[src/rtl/swap_pkg.sv]
package swap_pkg;
  typedef enum logic [2:0] {
    ST_IDLE,
    ST_READ,
    ST_WAIT_RD,
    ST_WRITE,
    ST_WAIT_WR,
    ST_DONE
  } swap_state_e;
endpackage

[src/rtl/swap_align.sv]
// Rotates the returned word so the addressed lane lands at bit 0,
// then optionally zero-extends a single byte.
module swap_align #(
  parameter int DW = 32,
  localparam int LANES = DW / 8,
  localparam int LW = (LANES > 1) ? $clog2(LANES) : 1
) (
  input  logic [DW-1:0] word_in,
  input  logic [LW-1:0] lane_sel,
  input  logic          is_byte,
  output logic [DW-1:0] word_out
);
  logic [2*DW-1:0] doubled;
  logic [DW-1:0]   rot [LANES];

  assign doubled = {word_in, word_in};

  for (genvar s = 0; s < LANES; s++) begin : g_rot
    assign rot[s] = doubled[8*s +: DW];
  end

  always_comb begin
    if (is_byte) word_out = {{(DW-8){1'b0}}, rot[lane_sel][7:0]};
    else         word_out = rot[lane_sel];
  end
endmodule

[src/rtl/swap_wdata.sv]
// Builds the write word: full value for word swaps, low byte in every lane otherwise.
module swap_wdata #(
  parameter int DW = 32,
  localparam int LANES = DW / 8
) (
  input  logic [DW-1:0] value,
  input  logic          is_byte,
  output logic [DW-1:0] bus_word
);
  logic [DW-1:0] repl;

  for (genvar l = 0; l < LANES; l++) begin : g_lane
    assign repl[8*l +: 8] = value[7:0];
  end

  assign bus_word = is_byte ? repl : value;
endmodule

[src/rtl/swap_cnt.sv]
// Per-access cycle counter: loads 1 on issue, counts each further waiting cycle.
module swap_cnt #(
  parameter int CW = 16
) (
  input  logic          clk,
  input  logic          rst,
  input  logic          load,
  input  logic          inc,
  output logic [CW-1:0] count
);
  localparam logic [CW-1:0] ONE = CW'(1);

  always_ff @(posedge clk) begin
    if (rst)                       count <= '0;
    else if (load)                 count <= ONE;
    else if (inc && (count != '1)) count <= count + ONE;
  end
endmodule

[src/rtl/swap_fsm.sv]
module swap_fsm
  import swap_pkg::*;
#(
  parameter int AW = 32,
  parameter int DW = 32,
  parameter int CW = 16
) (
  input  logic          clk,
  input  logic          rst,
  input  logic          start,
  input  logic [AW-1:0] st_addr,
  input  logic [DW-1:0] st_data,
  input  logic          st_byte,
  output logic          busy,
  output logic          done,
  output logic [DW-1:0] old_data,
  output logic [CW-1:0] cyc_total,
  output logic          mem_req,
  output logic          mem_we,
  output logic          mem_byte,
  output logic          mem_lock,
  output logic [AW-1:0] mem_addr,
  output logic [DW-1:0] mem_wdata,
  input  logic          mem_ack,
  input  logic [DW-1:0] aligned_rd,
  input  logic [DW-1:0] wr_word,
  input  logic [CW-1:0] acc_cnt,
  output logic          cnt_load,
  output logic          cnt_inc,
  output logic [AW-1:0] op_addr,
  output logic [DW-1:0] op_data,
  output logic          op_byte
);
  localparam logic [CW-1:0] ONE = CW'(1);

  swap_state_e   state;
  logic [CW-1:0] rd_cyc;

  assign busy     = (state != ST_IDLE);
  assign cnt_load = (state == ST_READ) || (state == ST_WRITE);
  assign cnt_inc  = ((state == ST_WAIT_RD) || (state == ST_WAIT_WR)) && !mem_ack;

  always_ff @(posedge clk) begin
    if (rst) begin
      state     <= ST_IDLE;
      done      <= 1'b0;
      old_data  <= '0;
      cyc_total <= '0;
      mem_req   <= 1'b0;
      mem_we    <= 1'b0;
      mem_byte  <= 1'b0;
      mem_lock  <= 1'b0;
      mem_addr  <= '0;
      mem_wdata <= '0;
      rd_cyc    <= '0;
      op_addr   <= '0;
      op_data   <= '0;
      op_byte   <= 1'b0;
    end else begin
      case (state)
        ST_IDLE: begin
          if (start) begin
            op_addr <= st_addr;
            op_data <= st_data;
            op_byte <= st_byte;
            state   <= ST_READ;
          end
        end
        ST_READ: begin
          mem_req  <= 1'b1;
          mem_we   <= 1'b0;
          mem_lock <= 1'b1;
          mem_addr <= op_addr;
          mem_byte <= op_byte;
          state    <= ST_WAIT_RD;
        end
        ST_WAIT_RD: begin
          if (mem_ack) begin
            mem_req  <= 1'b0;
            old_data <= aligned_rd;
            rd_cyc   <= acc_cnt;
            state    <= ST_WRITE;
          end
        end
        ST_WRITE: begin
          mem_req   <= 1'b1;
          mem_we    <= 1'b1;
          mem_wdata <= wr_word;
          state     <= ST_WAIT_WR;
        end
        ST_WAIT_WR: begin
          if (mem_ack) begin
            mem_req   <= 1'b0;
            mem_we    <= 1'b0;
            mem_lock  <= 1'b0;
            cyc_total <= rd_cyc + acc_cnt + ONE;
            done      <= 1'b1;
            state     <= ST_DONE;
          end
        end
        ST_DONE: begin
          done  <= 1'b0;
          state <= ST_IDLE;
        end
        default: state <= ST_IDLE;
      endcase
    end
  end
endmodule

[src/rtl/swap_seq.sv]
module swap_seq #(
  parameter int AW = 32,
  parameter int DW = 32,
  parameter int CW = 16
) (
  input  logic          clk,
  input  logic          rst,
  input  logic          start,
  input  logic [AW-1:0] st_addr,
  input  logic [DW-1:0] st_data,
  input  logic          st_byte,
  output logic          busy,
  output logic          done,
  output logic [DW-1:0] old_data,
  output logic [CW-1:0] cyc_total,
  output logic          mem_req,
  output logic          mem_we,
  output logic          mem_byte,
  output logic          mem_lock,
  output logic [AW-1:0] mem_addr,
  output logic [DW-1:0] mem_wdata,
  input  logic          mem_ack,
  input  logic [DW-1:0] mem_rdata
);
  localparam int LANES = DW / 8;
  localparam int LW = (LANES > 1) ? $clog2(LANES) : 1;

  logic [DW-1:0] aligned_rd;
  logic [DW-1:0] wr_word;
  logic [CW-1:0] acc_cnt;
  logic          cnt_load;
  logic          cnt_inc;
  logic [AW-1:0] op_addr;
  logic [DW-1:0] op_data;
  logic          op_byte;

  swap_fsm #(.AW(AW), .DW(DW), .CW(CW)) u_fsm (
    .clk(clk), .rst(rst), .start(start), .st_addr(st_addr), .st_data(st_data),
    .st_byte(st_byte), .busy(busy), .done(done), .old_data(old_data),
    .cyc_total(cyc_total), .mem_req(mem_req), .mem_we(mem_we),
    .mem_byte(mem_byte), .mem_lock(mem_lock), .mem_addr(mem_addr),
    .mem_wdata(mem_wdata), .mem_ack(mem_ack), .aligned_rd(aligned_rd),
    .wr_word(wr_word), .acc_cnt(acc_cnt), .cnt_load(cnt_load),
    .cnt_inc(cnt_inc), .op_addr(op_addr), .op_data(op_data), .op_byte(op_byte)
  );

  swap_align #(.DW(DW)) u_align (
    .word_in(mem_rdata), .lane_sel(op_addr[LW-1:0]), .is_byte(op_byte),
    .word_out(aligned_rd)
  );

  swap_wdata #(.DW(DW)) u_wdata (
    .value(op_data), .is_byte(op_byte), .bus_word(wr_word)
  );

  swap_cnt #(.CW(CW)) u_cnt (
    .clk(clk), .rst(rst), .load(cnt_load), .inc(cnt_inc), .count(acc_cnt)
  );
endmodule

[config.mk]
export PLATFORM = sky130hd
export DESIGN_NAME = swap_seq
export DESIGN_NICKNAME = d
export VERILOG_FILES = /design/src/rtl/swap_pkg.sv /design/src/rtl/swap_align.sv /design/src/rtl/swap_wdata.sv /design/src/rtl/swap_cnt.sv /design/src/rtl/swap_fsm.sv /design/src/rtl/swap_seq.sv
export SDC_FILE = /design/constraint.sdc
export NUM_CORES = 1
export LEC_CHECK = 0
export BUFFER_PORTS_ARGS = -buffer_cell sky130_fd_sc_hd__buf_2
export CAP_MARGIN = 20
export CORE_MARGIN = 2
export CORE_UTILIZATION = 39
export CTS_BUF_LIST = sky130_fd_sc_hd__clkbuf_4
export CTS_CLUSTER_DIAMETER = 50
export CTS_CLUSTER_SIZE = 12
export DETAILED_ROUTE_END_ITERATION = 12
export HOLD_SLACK_MARGIN = 0.15
export PLACE_DENSITY = 0.71
export SYNTH_ARGS = -nofsm -noshare
export SYNTH_HDL_FRONTEND = slang
export SYNTH_SLANG_ARGS = --single-unit
[constraint.sdc]
create_clock -name clk -period 6.1 [get_ports clk]
set_input_delay 0 -clock clk [delete_from_list [all_inputs] [get_ports clk]]
set_output_delay 0 -clock clk [all_outputs]
set_load 0.01 [all_outputs]
* Word-level counts from Yosys, hierarchy flattened
Index checks and enable logic that the tools add are counted.
** Word-level totals
- Register bits after elaboration :: 217
- Input bits :: 101
- Output and inout bits :: 118
- Word-level logic and storage cells :: 71
** Operators by class
- Add/subtract/negate cells :: 3
- $lt $le $gt $ge :: 1
- Equal/unequal tests :: 10
- Muxes and demuxes :: 17
- Bitwise logic cells :: 1
- Reductions and logical operators :: 23
** Operator list (count)
- $mux W32 :: 4
- $bmux W32 S2 :: 1
- $add A16 B1 Y16 const B :: 2
- $add A16 B16 Y16 :: 1
- $ne A16 B16 Y1 const B :: 1
- $pmux W3 S5 :: 1
- $reduce_and A2 Y1 :: 7
- $mux W3 :: 3
- $reduce_bool A2 Y1 :: 4
- $eq A3 B2 Y1 const B :: 2
- $eq A3 B3 Y1 const B :: 2
- $ne A2 B2 Y1 const B :: 3
- $pmux W1 S2 :: 3
- $reduce_bool A3 Y1 :: 2
- $reduce_or A2 Y1 :: 3
- $mux W1 :: 4
- $eq A3 B1 Y1 const B :: 1
- $ge A3 B3 Y1 const B :: 1
- $logic_not A3 Y1 :: 1
- $not A2 Y3 :: 1
- $pmux W1 S3 :: 1
- $reduce_and A3 Y1 :: 1
- $logic_and A1 B1 Y1 :: 2
- $logic_or A1 B1 Y1 :: 2
- 2 further kinds :: 2

* Longest topological paths before layout
- Depth after elaboration :: 6
- Depth in mapped cells :: 9
- Gate-level depth less buffers :: 9

* Modules after synthesis
From an unflattened synthesis, not the netlist that was laid out.
** Unflattened totals
- Cell total of the unflattened synthesis :: 1188
- Area total of the unflattened synthesis :: 9726.8 µm²
** Modules (own cells, without submodules)
- swap_fsm :: instances 1, cells each 982, area an instance 7703.6 µm², sequential area each 4023.9 µm²
- swap_align :: instances 1, cells each 80, area an instance 783.3 µm², sequential area each 0.0 µm²
- swap_cnt :: instances 1, cells each 91, area an instance 783.3 µm², sequential area each 320.3 µm²
- swap_wdata :: instances 1, cells each 35, area an instance 456.7 µm², sequential area each 0.0 µm²

* Worst setup path before layout
No wires, ideal clock.
- Kind :: register to register
- Start :: register u_cnt.count[0]
- End :: register u_fsm.cyc_total[8]
- Library setup time :: 117 ps
- Arrival time :: 1882 ps
- Data required time :: 5983 ps
- Slack :: 4101 ps
- Cell stages (with the launch flop) :: 10
- Path buffers :: 0
- Clock period less this slack :: 1999 ps
- Cells stage by stage :: dfxtp_1 inv_1 ha_1 inv_1 fa_1 a211oi_1 o21ai_1 a22oi_1 mux2i_1 nand2_1
** On the way
- Longest elaborated chain between the ends :: 2
** Ends and longest elaborated chain
- start, declared :: line swap_cnt.sv:9 : output logic [CW-1:0] count
- start signal, assigned :: line swap_cnt.sv:16 : else if (inc && (count != '1)) count <= count + ONE;
- $add A16 B16 Y16 :: line swap_fsm.sv:96 : cyc_total <= rd_cyc + acc_cnt + ONE;
- $add A16 B1 Y16 :: line swap_fsm.sv:96
- end signal, assigned :: line swap_fsm.sv:96
- end, declared :: line swap_fsm.sv:17 : output logic [CW-1:0] cyc_total,
No other way between the ends.
A chain may end at the register's enable or synchronous reset.

* Final worst setup path
- Start :: register u_fsm.state[1]
- End :: register u_fsm.old_data[17]
** On the way
- Longest elaborated chain between the ends :: 2
** Ends and longest elaborated chain
- start, declared :: line swap_fsm.sv:36 : swap_state_e state;
- start signal, assigned :: line swap_fsm.sv:45 : state <= ST_IDLE;
- start signal, assigned :: line swap_fsm.sv:66 : state <= ST_READ;
- start signal, assigned :: line swap_fsm.sv:75 : state <= ST_WAIT_RD;
- $eq A3 B2 Y1 :: line swap_fsm.sv:60 : case (state)
- $reduce_and A2 Y1 (no source line)
- end signal, assigned :: line swap_fsm.sv:80 : old_data <= aligned_rd;
- end, declared :: line swap_fsm.sv:16 : output logic [DW-1:0] old_data,
No other way between the ends.

==> results_dict.tcl <==
set metrics [dict create \
    status "complete, no violations" \
    dieHeight_um 160 \
    drive_gt1_frac 0.206 \
    dr_total_vias 9903 \
    setup_viol 0 \
    cts.sinks 217 \
    grt_max_degree 79 \
    yosysWarnings 0 \
    fillers 2034 \
    design_area_um2 13700 \
    arrival_ps 3720 \
    dp_hpwl_um 17100 \
    synth_nets 1213 \
    dr.pass1.iters 5 \
    postSynthAreaPerCell_um2 8.69 \
    wl_per_cell_um 16.5 \
    hold_path.class "input pin to flip-flop" \
    synth.largest_area_cell "dfxtp_1" \
    detail-route-antenna-nets 0 \
    rsz0062_at_grt "false" \
    port_buffers 218 \
    syn_area_um2 9520 \
    max_freq_mhz 325 \
    antenna_found_initial 3 \
    nets 1644 \
    dpl-instance-area_um2 10800 \
    tns_ps 0 \
    synthArstFlopShare 0 \
    dieArea_um2 25700 \
    cts_root_buffer "clkbuf_4" \
    synth_flop_cell "dfxtp_1" \
    hold_viol_final 0 \
    cp-end-kind "flip-flop" \
    clk_pin_slew_ps 130 \
    final_common_cell "nand2_1" \
    ctsHtreeMaxLevel 1 \
    worstPathMaxFanout 26 \
    p_per_area_nw_per_um2 223 \
    whs_ps 254 \
    post-place-ws_ps 3610 \
    die-width_um 160 \
    grt_usage 0.235 \
    synth_edf_count 0 \
    io_pins 219 \
    drt-total-wl_um 30900 \
    drc 0 \
    clk-insertion-delay-late_ps 700 \
    drv_slew 0 \
    dp_cells 1567 \
    critPathLaunchType "flip-flop" \
    postCtsSetupRepairBufs 0 \
    synthCells 1095 \
    final_cell_mix "279 x nand2_1, 252 x dlygate4sd3_1, 217 x buf_2, 216 x dfxtp_1, 146 x a21oi_1" \
    drtIter0Drc 669 \
    yosysUniqueCellTypes 57 \
    tightest_slew_ps 1010 \
    cap_violations 0 \
    cts_tree "built" \
    crit_type "flip-flop to flip-flop" \
    synth_top_area_share 0.456 \
    via_per_inst 5.30 \
    rows 57 \
    grt_overflow 0 \
    peakVddDrop_uv 166 \
    post-route-period-util 0.504 \
    synth_seq_cells 217 \
    grt_first_pass_wirelength_um 49900 \
    fin_worst_skew_ps 36.9 \
    crit_required_ps 6740 \
    setup_slack_ps 3020 \
    fin_crit_ps 3080 \
    leakagePower_nw 5.49 \
    grt_pass1_vias 9813 \
    slew_headroom 0.327 \
    cts_buffers 28 \
    start_util 0.395 \
    clockBufferDepth 3 \
    area_delta_synth_final_pct 44.0 \
    fin_cells 1868 \
    ys_seq_area_frac 0.456 \
    synthTopCellsByArea "dfxtp_1 46%, nand2_1 11%, a21oi_1 7.7%" \
    fp.coreArea_um2 24100 \
    place.gp.congestion 0.870 \
]
==> what timing repair did <==
action	4_1_cts	5_1_grt
gates resized for setup	0	0
setup endpoints to repair	0	0
hold endpoints to repair	157	0
hold buffers	252	0
==> worst max-delay path, cell delays in order (launching register included) <==
cell and delay, ps:
dfxtp_1 560, nand2_1 190, or3_1 610, buf_4 350, nor2_4 470, a22oi_1 140, nor2_1 110, dlygate4sd3_1 560
==> stage by stage <==
stage           util  total power (W)
2_1_floorplan      -          0.00186
3_3_place_gp   0.447          0.00199
3_5_place_dp   0.447          0.00200
4_1_cts        0.567          0.00305
5_1_grt        0.568          0.00320
6_report       0.568          0.00306
==> logic make-up (layout without fill, tap and decap cells) <==
logic type	count (synthesis)	after routing	share of synthesized area
AND/OR/NAND/NOR	434	434	0.194
AO/OA/AOI/OAI	254	254	0.159
flip-flops	217	217	0.456
buffers and inverters	92	538	0.0415
multiplexers	65	65	0.110
adder cells (fa/ha/maj)	17	17	0.0231
XOR/XNOR	16	16	0.0147
other	0	3	0
==> synth_stat cells (all sizes together) (11+ instances only) <==
cell,count
a211oi,28
a21oi,146
a22oi,25
buf,35
clkbuf,46
dfxtp,217
ha,16
inv,11
mux2i,33
mux4,32
nand2,280
nand3,21
nor2,82
o21ai,18
==> power by group <==
| part | switching, W | total, W | internal (W) |
|---|---|---|---|
| registers | 0.0000678 | 0.00156 | 0.00149 |
| logic | 0.000300 | 0.000613 | 0.000313 |
| clock network | 0.000554 | 0.000892 | 0.000338 |
==> registers in the layout (all words and copies together), names as in the netlist <==
signal / cells
u_fsm.mem_addr: 32
u_fsm.mem_wdata: 32
u_fsm.old_data: 32
u_fsm.op_addr: 32
u_fsm.op_data: 32
u_cnt.count: 16
u_fsm.cyc_total: 16
u_fsm.rd_cyc: 16
u_fsm.state: 3
u_fsm.done: 1
u_fsm.mem_byte: 1
u_fsm.mem_lock: 1
u_fsm.mem_req: 1
u_fsm.mem_we: 1
u_fsm.op_byte: 1
==> metal layers <==
| layer | routed length, um | global-route usage | part of all wire |
|---|---|---|---|
| met3 | 1870 | 0.0468 | 0.060 |
| met1 | 12000 | 0.276 | 0.39 |
| met4 | 1810 | 0.132 | 0.058 |
| met5 | 0 | 0 | 0 |
| met2 | 15200 | 0.403 | 0.49 |
==> path summary, 6_finish.rpt <==
kind,startpoint,endpoint,slack [ps],cells past startpoint
worst max-delay path,u_fsm.state[1]$_SDFFE_PP0P_,u_fsm.old_data[17]$_SDFFE_PP0P_,3020,7
worst min-delay path,mem_ack,u_fsm.mem_req$_SDFFE_PP0P_,250,3
worst max register to register,u_fsm.state[1]$_SDFFE_PP0P_,u_fsm.old_data[17]$_SDFFE_PP0P_,3020,7
worst min register to register,u_fsm.cyc_total[3]$_SDFFE_PP0P_,u_fsm.cyc_total[3]$_SDFFE_PP0P_,450,2
==> cell type report <==
cell class	instances	area (um^2)	share of cell area
antenna	3	7.51	0.000548
clock buffer	29	218	0.0159
clock inverter	16	164	0.0120
inverter	11	41.3	0.00301
multi-input combinational	786	4800	0.350
sequential	217	4350	0.317
tap	324	405	0.0296
timing repair buffer	482	3720	0.272
Power figures use the tool's default switching activity.
